[src/rtl/msgq_pkg.sv]
package msgq_pkg;
    typedef enum logic [0:0] {
        ST_IDLE  = 1'b0,
        ST_STORE = 1'b1
    } post_state_t;

    typedef enum logic [1:0] {
        SEL_HEAD = 2'd0,
        SEL_TAIL = 2'd1,
        SEL_STAT = 2'd2,
        SEL_MASK = 2'd3
    } reg_sel_t;
endpackage

[src/rtl/msgq_ptr.sv]
module msgq_ptr #(
    parameter int IW = 4
) (
    input  logic          clk,
    input  logic          rst_n,
    input  logic          inc,
    input  logic          load,
    input  logic [IW-1:0] load_idx,
    output logic [IW-1:0] idx
);
    // Increment has priority over a load in the same cycle.
    always_ff @(posedge clk or negedge rst_n) begin
        if (!rst_n)
            idx <= '0;
        else if (inc)
            idx <= idx + 1'b1;
        else if (load)
            idx <= load_idx;
    end
endmodule

[src/rtl/msgq_irq.sv]
module msgq_irq (
    input  logic clk,
    input  logic rst_n,
    input  logic post_done,
    input  logic clr_we,
    input  logic clr_bit,
    input  logic mask_we,
    input  logic mask_bit,
    output logic pending,
    output logic mask,
    output logic irq
);
    always_ff @(posedge clk or negedge rst_n) begin
        if (!rst_n)
            pending <= 1'b0;
        else if (post_done)
            pending <= 1'b1;
        else if (clr_we && clr_bit)
            pending <= 1'b0;
    end

    always_ff @(posedge clk or negedge rst_n) begin
        if (!rst_n)
            mask <= 1'b0;
        else if (mask_we)
            mask <= mask_bit;
    end

    assign irq = pending & ~mask;
endmodule

[src/rtl/msgq_post_ctrl.sv]
module msgq_post_ctrl
    import msgq_pkg::*;
#(
    parameter int AW = 32,
    parameter int DW = 32,
    parameter int DEPTH = 16,
    parameter logic [31:0] BASE = 32'h0000_1000
) (
    input  logic          clk,
    input  logic          rst_n,
    input  logic          qp_req,
    input  logic [DW-1:0] qp_wdata,
    output logic          qp_ack,
    output logic          qp_retry,
    output logic          mem_valid,
    output logic [AW-1:0] mem_addr,
    output logic [DW-1:0] mem_data,
    input  logic          mem_ready,
    input  logic          reg_we,
    input  logic [1:0]    reg_sel,
    input  logic [DW-1:0] reg_wdata,
    output logic [DW-1:0] reg_rdata,
    output logic          irq
);
    localparam int IW = $clog2(DEPTH);
    localparam logic [AW-1:0] BASE_A = AW'(BASE);

    post_state_t   state_q, state_d;
    logic [DW-1:0] msg_q;
    logic [IW-1:0] head_idx, tail_idx, wr_idx;
    logic [AW-1:0] head_addr, tail_addr, wr_off;
    logic          head_last;
    logic          full, empty, accept, commit;
    logic          head_we, tail_we, stat_we, mask_we;
    logic          pending, mask;
    reg_sel_t      sel;

    assign sel     = reg_sel_t'(reg_sel);
    assign head_we = reg_we && (sel == SEL_HEAD);
    assign tail_we = reg_we && (sel == SEL_TAIL);
    assign stat_we = reg_we && (sel == SEL_STAT);
    assign mask_we = reg_we && (sel == SEL_MASK);

    assign wr_off    = reg_wdata[AW-1:0] - BASE_A;
    assign wr_idx    = wr_off[IW+1:2];
    assign head_addr = BASE_A + AW'({head_idx, 2'b00});
    assign tail_addr = BASE_A + AW'({tail_idx, 2'b00});

    assign full  = (head_idx == tail_idx) && head_last;
    assign empty = (head_idx == tail_idx) && !head_last;

    // State register
    always_ff @(posedge clk or negedge rst_n) begin
        if (!rst_n)
            state_q <= ST_IDLE;
        else
            state_q <= state_d;
    end

    // Next state and transition strobes
    always_comb begin
        state_d = state_q;
        accept  = 1'b0;
        commit  = 1'b0;
        unique case (state_q)
            ST_IDLE: begin
                accept = qp_req && !full;
                if (accept)
                    state_d = ST_STORE;
            end
            ST_STORE: begin
                commit = mem_ready;
                if (commit)
                    state_d = ST_IDLE;
            end
            default: state_d = ST_IDLE;
        endcase
    end

    // Outputs
    always_comb begin
        qp_ack    = 1'b0;
        qp_retry  = 1'b0;
        mem_valid = 1'b0;
        unique case (state_q)
            ST_IDLE: begin
                qp_ack   = qp_req && !full;
                qp_retry = qp_req && full;
            end
            ST_STORE: begin
                mem_valid = 1'b1;
                qp_retry  = qp_req;
            end
            default: ;
        endcase
    end

    assign mem_addr = head_addr;
    assign mem_data = msg_q;

    always_ff @(posedge clk or negedge rst_n) begin
        if (!rst_n)
            msg_q <= '0;
        else if (accept)
            msg_q <= qp_wdata;
    end

    // Records which pointer moved last; a head update wins a tie.
    always_ff @(posedge clk or negedge rst_n) begin
        if (!rst_n)
            head_last <= 1'b0;
        else if (commit || head_we)
            head_last <= 1'b1;
        else if (tail_we)
            head_last <= 1'b0;
    end

    msgq_ptr #(.IW(IW)) u_head (
        .clk      (clk),
        .rst_n    (rst_n),
        .inc      (commit),
        .load     (head_we),
        .load_idx (wr_idx),
        .idx      (head_idx)
    );

    msgq_ptr #(.IW(IW)) u_tail (
        .clk      (clk),
        .rst_n    (rst_n),
        .inc      (1'b0),
        .load     (tail_we),
        .load_idx (wr_idx),
        .idx      (tail_idx)
    );

    msgq_irq u_irq (
        .clk       (clk),
        .rst_n     (rst_n),
        .post_done (commit),
        .clr_we    (stat_we),
        .clr_bit   (reg_wdata[0]),
        .mask_we   (mask_we),
        .mask_bit  (reg_wdata[0]),
        .pending   (pending),
        .mask      (mask),
        .irq       (irq)
    );

    always_comb begin
        reg_rdata = '0;
        unique case (sel)
            SEL_HEAD: reg_rdata = DW'(head_addr);
            SEL_TAIL: reg_rdata = DW'(tail_addr);
            SEL_STAT: reg_rdata = DW'({empty, full, pending});
            SEL_MASK: reg_rdata = DW'(mask);
            default:  reg_rdata = '0;
        endcase
    end
endmodule

[config.mk]
export PLATFORM = sky130hd
export DESIGN_NAME = msgq_post_ctrl
export DESIGN_NICKNAME = d
export VERILOG_FILES = /design/src/rtl/msgq_pkg.sv /design/src/rtl/msgq_ptr.sv /design/src/rtl/msgq_irq.sv /design/src/rtl/msgq_post_ctrl.sv
export SDC_FILE = /design/constraint.sdc
export NUM_CORES = 1
export LEC_CHECK = 0
export ABC_AREA = 0
export BUFFER_PORTS_ARGS = -buffer_cell sky130_fd_sc_hd__buf_4
export CORE_MARGIN = 3
export CORE_UTILIZATION = 43
export DETAILED_ROUTE_END_ITERATION = 8
export PLACE_DENSITY_LB_ADDON = 0.3
export SLEW_MARGIN = 25
export SYNTH_ARGS = -nofsm -noshare
export SYNTH_HDL_FRONTEND = slang
export SYNTH_SLANG_ARGS = --single-unit
[constraint.sdc]
create_clock -name clk -period 4.85 [get_ports clk]
set_input_delay 0.97 -clock clk [delete_from_list [all_inputs] [get_ports clk]]
set_output_delay 0.97 -clock clk [all_outputs]
set_load 0.01 [all_outputs]
Yosys cells after proc, flatten, opt, wreduce, memory -nomap -nowiden
Index checks and enable logic that the tools add are counted.
Operators by class
  add/subtract/negate cells: 4
  multipliers: 0
  div/mod/pow operators: 0
  $lt $le $gt $ge: 0
  equality and inequality tests: 4
  shift-type cells: 0
  mux-type cells: 14
  bitwise operators: 3
  reductions and logical operators: 16
Operators by type and width (count)
  one-hot mux 32 bit (4 select lines): 1
  adder 13 x 6 -> 14 bit (first input constant): 2
  logical AND 1 bit: 9
  2-to-1 mux 1 bit: 9
  2-to-1 mux 4 bit: 2
  nonzero test 2 bit: 3
  subtractor 6 x 1 -> 6 bit (second input constant): 1
  adder 4 x 1 -> 4 bit (second input constant): 1
  equality test 2 bit (second input constant): 2
  equality test 4 bit: 1
  one-hot mux 1 bit (2 select lines): 2
  equality test 2 x 1 -> 1 bit (second input constant): 1
  zero test 1 bit: 2
  zero test 2 bit: 1
  inverter 1 bit: 2
  bitwise AND 1 bit: 1
  logical OR 1 bit: 1
Storage, ports and cells
  bits in registers: 44
  latch bits: 0
  bits in writable memories: 0
  ROM bits: 0
  bits of input ports: 71
  output and inout bits: 100
  word-level logic and storage cells: 48
  memories: 0

Longest topological paths before layout
  depth in word-level cells: 6
  mapped depth: 5
  gate-level depth less buffers: 4

Modules after synthesis
From an unflattened synthesis, not the netlist that was laid out.
Unflattened totals
  cell total of the unflattened synthesis: 320
  area, all modules: 2727.6 um2
By module, submodules not included
  msgq_post_ctrl: instances 1, cells each 272, area each 2217.1 um2, sequential area each 850.8 um2
  msgq_ptr: instances 2, cells each 21, area each 214.0 um2, sequential area each 100.1 um2
  msgq_irq: instances 1, cells each 6, area each 82.6 um2, sequential area each 50.0 um2

Worst setup path before layout
OpenSTA, ideal clock, no wires.
  path type: input port to output port
  from: input reg_sel[1]
  to: output reg_rdata[2]
  arrival time: 1.587 ns
  data required time: 3.880 ns
  setup slack: 2.293 ns
  stages: 4
  cells stage by stage: clkbuf_1 nand2b_1 nor2_1 o2bb2ai_1
Between the ends
  word-level cells in the longest chain between the ends: 2
  elaborated cells between the ends (all ways): 5
  classes of those cells: eq/ne: 3; mux: 1; reduce/logical: 1
Ends and longest elaborated chain
  start, declared: line msgq_post_ctrl.sv:20  | input logic [1:0] reg_sel,
  equality test 2 bit (tied with other cells): line msgq_post_ctrl.sv:151  | unique case (sel)
  one-hot mux 32 bit (4 select lines) *: line msgq_post_ctrl.sv:151
  end, declared: line msgq_post_ctrl.sv:22  | output logic [DW-1:0] reg_rdata,
Mark *: on every way between the ends. The rest lies on a longest branch, timed or not. The select of a mux whose other input is x is not followed.

Final worst setup path
  from: register u_head.idx[0]
  to: output qp_ack
Between the ends
  word-level cells in the longest chain between the ends: 5
Ends and longest elaborated chain
  start, declared: line msgq_ptr.sv:9  | output logic [IW-1:0] idx
  start signal, assigned: line msgq_ptr.sv:16  | idx <= idx + 1'b1;
  start signal, assigned: line msgq_ptr.sv:18  | idx <= load_idx;
  equality test 4 bit: line msgq_post_ctrl.sv:49  | assign full = (head_idx == tail_idx) && head_last;
  logical AND 1 bit: line msgq_post_ctrl.sv:49
  zero test 1 bit: line msgq_post_ctrl.sv:87  | qp_ack = qp_req && !full;
  logical AND 1 bit: line msgq_post_ctrl.sv:87
  2-to-1 mux 1 bit: line msgq_post_ctrl.sv:85  | unique case (state_q)
  end, declared: line msgq_post_ctrl.sv:13  | output logic qp_ack,
No other way between the ends.

==> impl_metrics.py <==
metrics = {
    "outcome": {
        "outcome": "complete, no violations",
    },
    "synthesis": {
        "netlist_area_um2": 2449,
        "synth_cell_types": 29,
        "synthXorXnorAreaFrac_pct": 1.431,
        "synth_compound_area_share_pct": 3.321,
        "synth_top_family_by_area": "multiplexers",
        "ys_top_cells_by_area": "dfrtp_1, mux2_4, buf_4",
        "synthArstFlopShare_pct": 100.0,
        "synth_top_area_share_pct": 44.97,
        "synth_seq_cells": 44,
        "seq_area_frac_synth_pct": 44.97,
        "ys.warnings.count": 0,
        "synth_simple_gate_area_share_pct": 7.256,
        "synth_edf_count": 0,
        "synth_mux_area_share_pct": 23.76,
        "avgSynthCellArea_um2": 12.24,
        "yosys.area.top_type": "dfrtp_1",
        "syn_inst": 200,
        "synthFlopType": "dfrtp_1",
        "synthAdderAreaFrac_pct": 0.5110,
    },
    "clock_tree": {
        "clockBufferDepth": 2,
        "clk_latency_ns": 0.30,
        "path_clk_slew_ns": 0.09,
        "cts-root-buf": "clkbuf_8",
        "cts_hold_buf": 0,
        "postCtsResizedCells": 0,
        "cts_sinks": 44,
        "cts_htree_levels": 2,
        "post_cts_buffers": 0,
        "cts_tree": "built",
        "cts_made_buffers": 5,
    },
    "timing": {
        "setup_viol": 0,
        "timing.fmax_ghz": 0.3327,
        "tightest_slew_ns": 0.5892,
        "relSlewSlack_pct": 60.72,
        "clock_skew_ns": 0.005989,
        "fin_crit_ns": 3.006,
        "finalHoldViolations": 0,
        "post-route-period-util_pct": 61.98,
        "finalMaxSlewViolations": 0,
        "setup_tns_ns": 0,
        "rsz0062_at_grt": "false",
    },
    "layout": {
        "n_antenna_cell": 0,
        "layout.nets": 362,
        "fin_util_pct": 57.69,
        "seq_area_um2": 1101,
        "area_delta_synth_final_pct": 24.94,
        "fill_cells": 461,
        "drive_gt1_share_pct": 47.77,
        "multi_input_area_um2": 1087,
    },
    "critical_path": {
        "path_class": "register to output pin",
        "cp_max_fo": 34,
        "required_ns": 3.88,
        "startpoint_type": "register",
        "critPathCaptureType": "output pin",
        "crit_arrival_ns": 2.04,
    },
    "floorplanning": {
        "coreArea_um2": 5303,
        "die_y_um": 81.46,
        "die_area_um2": 6636,
        "initial_utilization_pct": 46.18,
        "rows": 26,
        "dieWidth_um": 81.46,
        "io_pins": 171,
    },
    "place": {
        "dp_hpwl_um": 3575,
        "gp_congestion": 0.7102,
        "io_buffers": 90,
    },
    "routing": {
        "dr.pass1.iters": 3,
        "viasPerCell": 4.360,
        "drtAntennaViolNets": 0,
        "wl_per_cell_um": 13.31,
        "drt_iter0_drc": 28,
        "num_vias": 1574,
        "drc": 0,
        "drt-total-wl_um": 4805,
    },
    "power_and_ir_drop": {
        "p_leak_nw": 1.571,
        "power_density_nw_per_um2": 558.1,
        "max-vdd-ir-drop_uv": 310.6,
    },
    "global_routing": {
        "antenna_found_initial": 0,
        "grt_overflow": 0,
        "track_usage_pct": 14.37,
        "grt_pass1_vias": 1500,
        "grt.busiest_layer": "met2",
        "grtUsageMet3_pct": 6.140,
        "grt_use_met2_pct": 21.58,
        "grt_pass1_wl_um": 7189,
        "met1_usage_pct": 18.52,
        "grt_max_degree": 45,
    },
    "flow_run": {
        "cap_violations": 0,
    },
    "worst_hold_path": {
        "hold_class": "register to register",
    },
}
## cell families after synthesis
kind of cell | count (synthesis)
flops | 44
mux | 43
fa+ha+maj | 1
compound gates | 12
other cells | 2
xor+xnor | 4
simple gates | 33
buf+inv | 61
## power by group
part           switching, mW  internal [mW]  leakage [nW]
clock network          0.136          0.102        0.0404
registers              0.130          0.534         0.512
logic                  0.324          0.481          1.02
## cell type report
type                            instances  share of cell area [%]
Clock buffer                            5                   2.249
Timing Repair Buffer                   91                   22.33
Tap cell                               70                   2.863
Multi-Input combinational cell        146                   35.54
Inverter                                2                  0.2454
Sequential cell                        44                   35.99
Clock inverter                          3                  0.7771
## worst paths after layout
kind                                    start           end  slack, ns  cells after the start
worst max-delay path            u_head.idx[0]        qp_ack       1.84                      5
worst min-delay path              mem_data[3]   mem_data[3]       0.52                      1
worst max register to register  u_head.idx[0]   mem_data[2]       2.83                      5
worst min register to register    mem_data[3]   mem_data[3]       0.52                      1
max in group asynchronous               rst_n   mem_data[4]       3.81                      1
min in group asynchronous               rst_n  mem_data[19]       0.66                      1
## flip-flops by register name, indices dropped and copies added (netlist names)
name and cells:
head_last 1, mem_data 32, state_q 1, u_head.idx 4, u_irq.mask 1, u_irq.pending 1
u_tail.idx 4
## Yosys cell counts (2+ instances only)
library cell / number
a21oi_1: 4
buf_4: 53
buf_6: 3
clkbuf_1: 2
conb_1: 2
dfrtp_1: 44
inv_1: 2
mux2_2: 9
mux2_4: 28
mux2i_1: 6
nand2_1: 9
nand2b_1: 2
nand3_1: 4
nor2_1: 9
nor2b_1: 4
o21ai_0: 3
xor2_1: 4
## per-stage QoR
stage | power, mW | cell area, um^2 | std cells | hold slack [ns] | worst slack (ns)
finish | 1.707 | 3059 | 361 | 0.5158 | 1.844
global route | 1.828 | 3059 | 361 | 0.5371 | 1.694
CTS | 1.732 | 3059 | 361 | 0.5197 | 1.817
detailed placement | 1.485 | 2967 | 353 | 0.4928 | 1.892
global placement | 1.467 | 2967 | 353 | 0.4910 | 1.888
floorplan | 1.152 | 2640 | 251 | 0.4845 | 2.293
## worst max-delay path: stages (launching register included)
cell and delay [ns]:
dfrtp_1 0.47, xor2_1 0.22, nor4_4 0.41, a21oi_4 0.09, buf_4 0.31, buf_4 0.23
## cell usage in the layout, fill, tap and decap left out
| cell type | Yosys | routed |
|---|---|---|
| mux2i_1 | 6 | 6 |
| nand3b_1 | 1 | 1 |
| o21ai_0 | 3 | 3 |
| ha_1 | 1 | 1 |
| a21o_1 | 1 | 1 |
| nand3_1 | 4 | 4 |
| a31oi_1 | 1 | 1 |
| nand2_1 | 9 | 9 |
| or3_1 | 1 | 1 |
| nor3b_2 | 1 | 1 |
| nor2_1 | 9 | 9 |
| nand2b_1 | 2 | 2 |
| clkinv_4 | 0 | 1 |
| a21oi_1 | 4 | 4 |
| buf_4 | 53 | 91 |
| o2bb2ai_1 | 1 | 1 |
| clkbuf_8 | 0 | 5 |
| mux2_4 | 28 | 28 |
| nor4_4 | 1 | 1 |
| clkinvlp_4 | 0 | 2 |
| inv_1 | 2 | 2 |
| mux2_2 | 9 | 9 |
| dfrtp_1 | 44 | 44 |
| nor3_1 | 1 | 1 |
| conb_1 | 2 | 53 |
| nor2b_1 | 4 | 4 |
| xor2_1 | 4 | 4 |
| o211ai_1 | 1 | 1 |
| a21oi_4 | 1 | 1 |
## metal layers
metal / wire length (um) / vias up / share of wire, %
li1: - / 740 / -
met4: 46 / 0 / 0.96
met3: 520 / 4 / 11
met2: 2265 / 83 / 47
met5: 0 / - / 0
met1: 1973 / 747 / 41
Note: power is estimated with default switching activity, not from simulation.
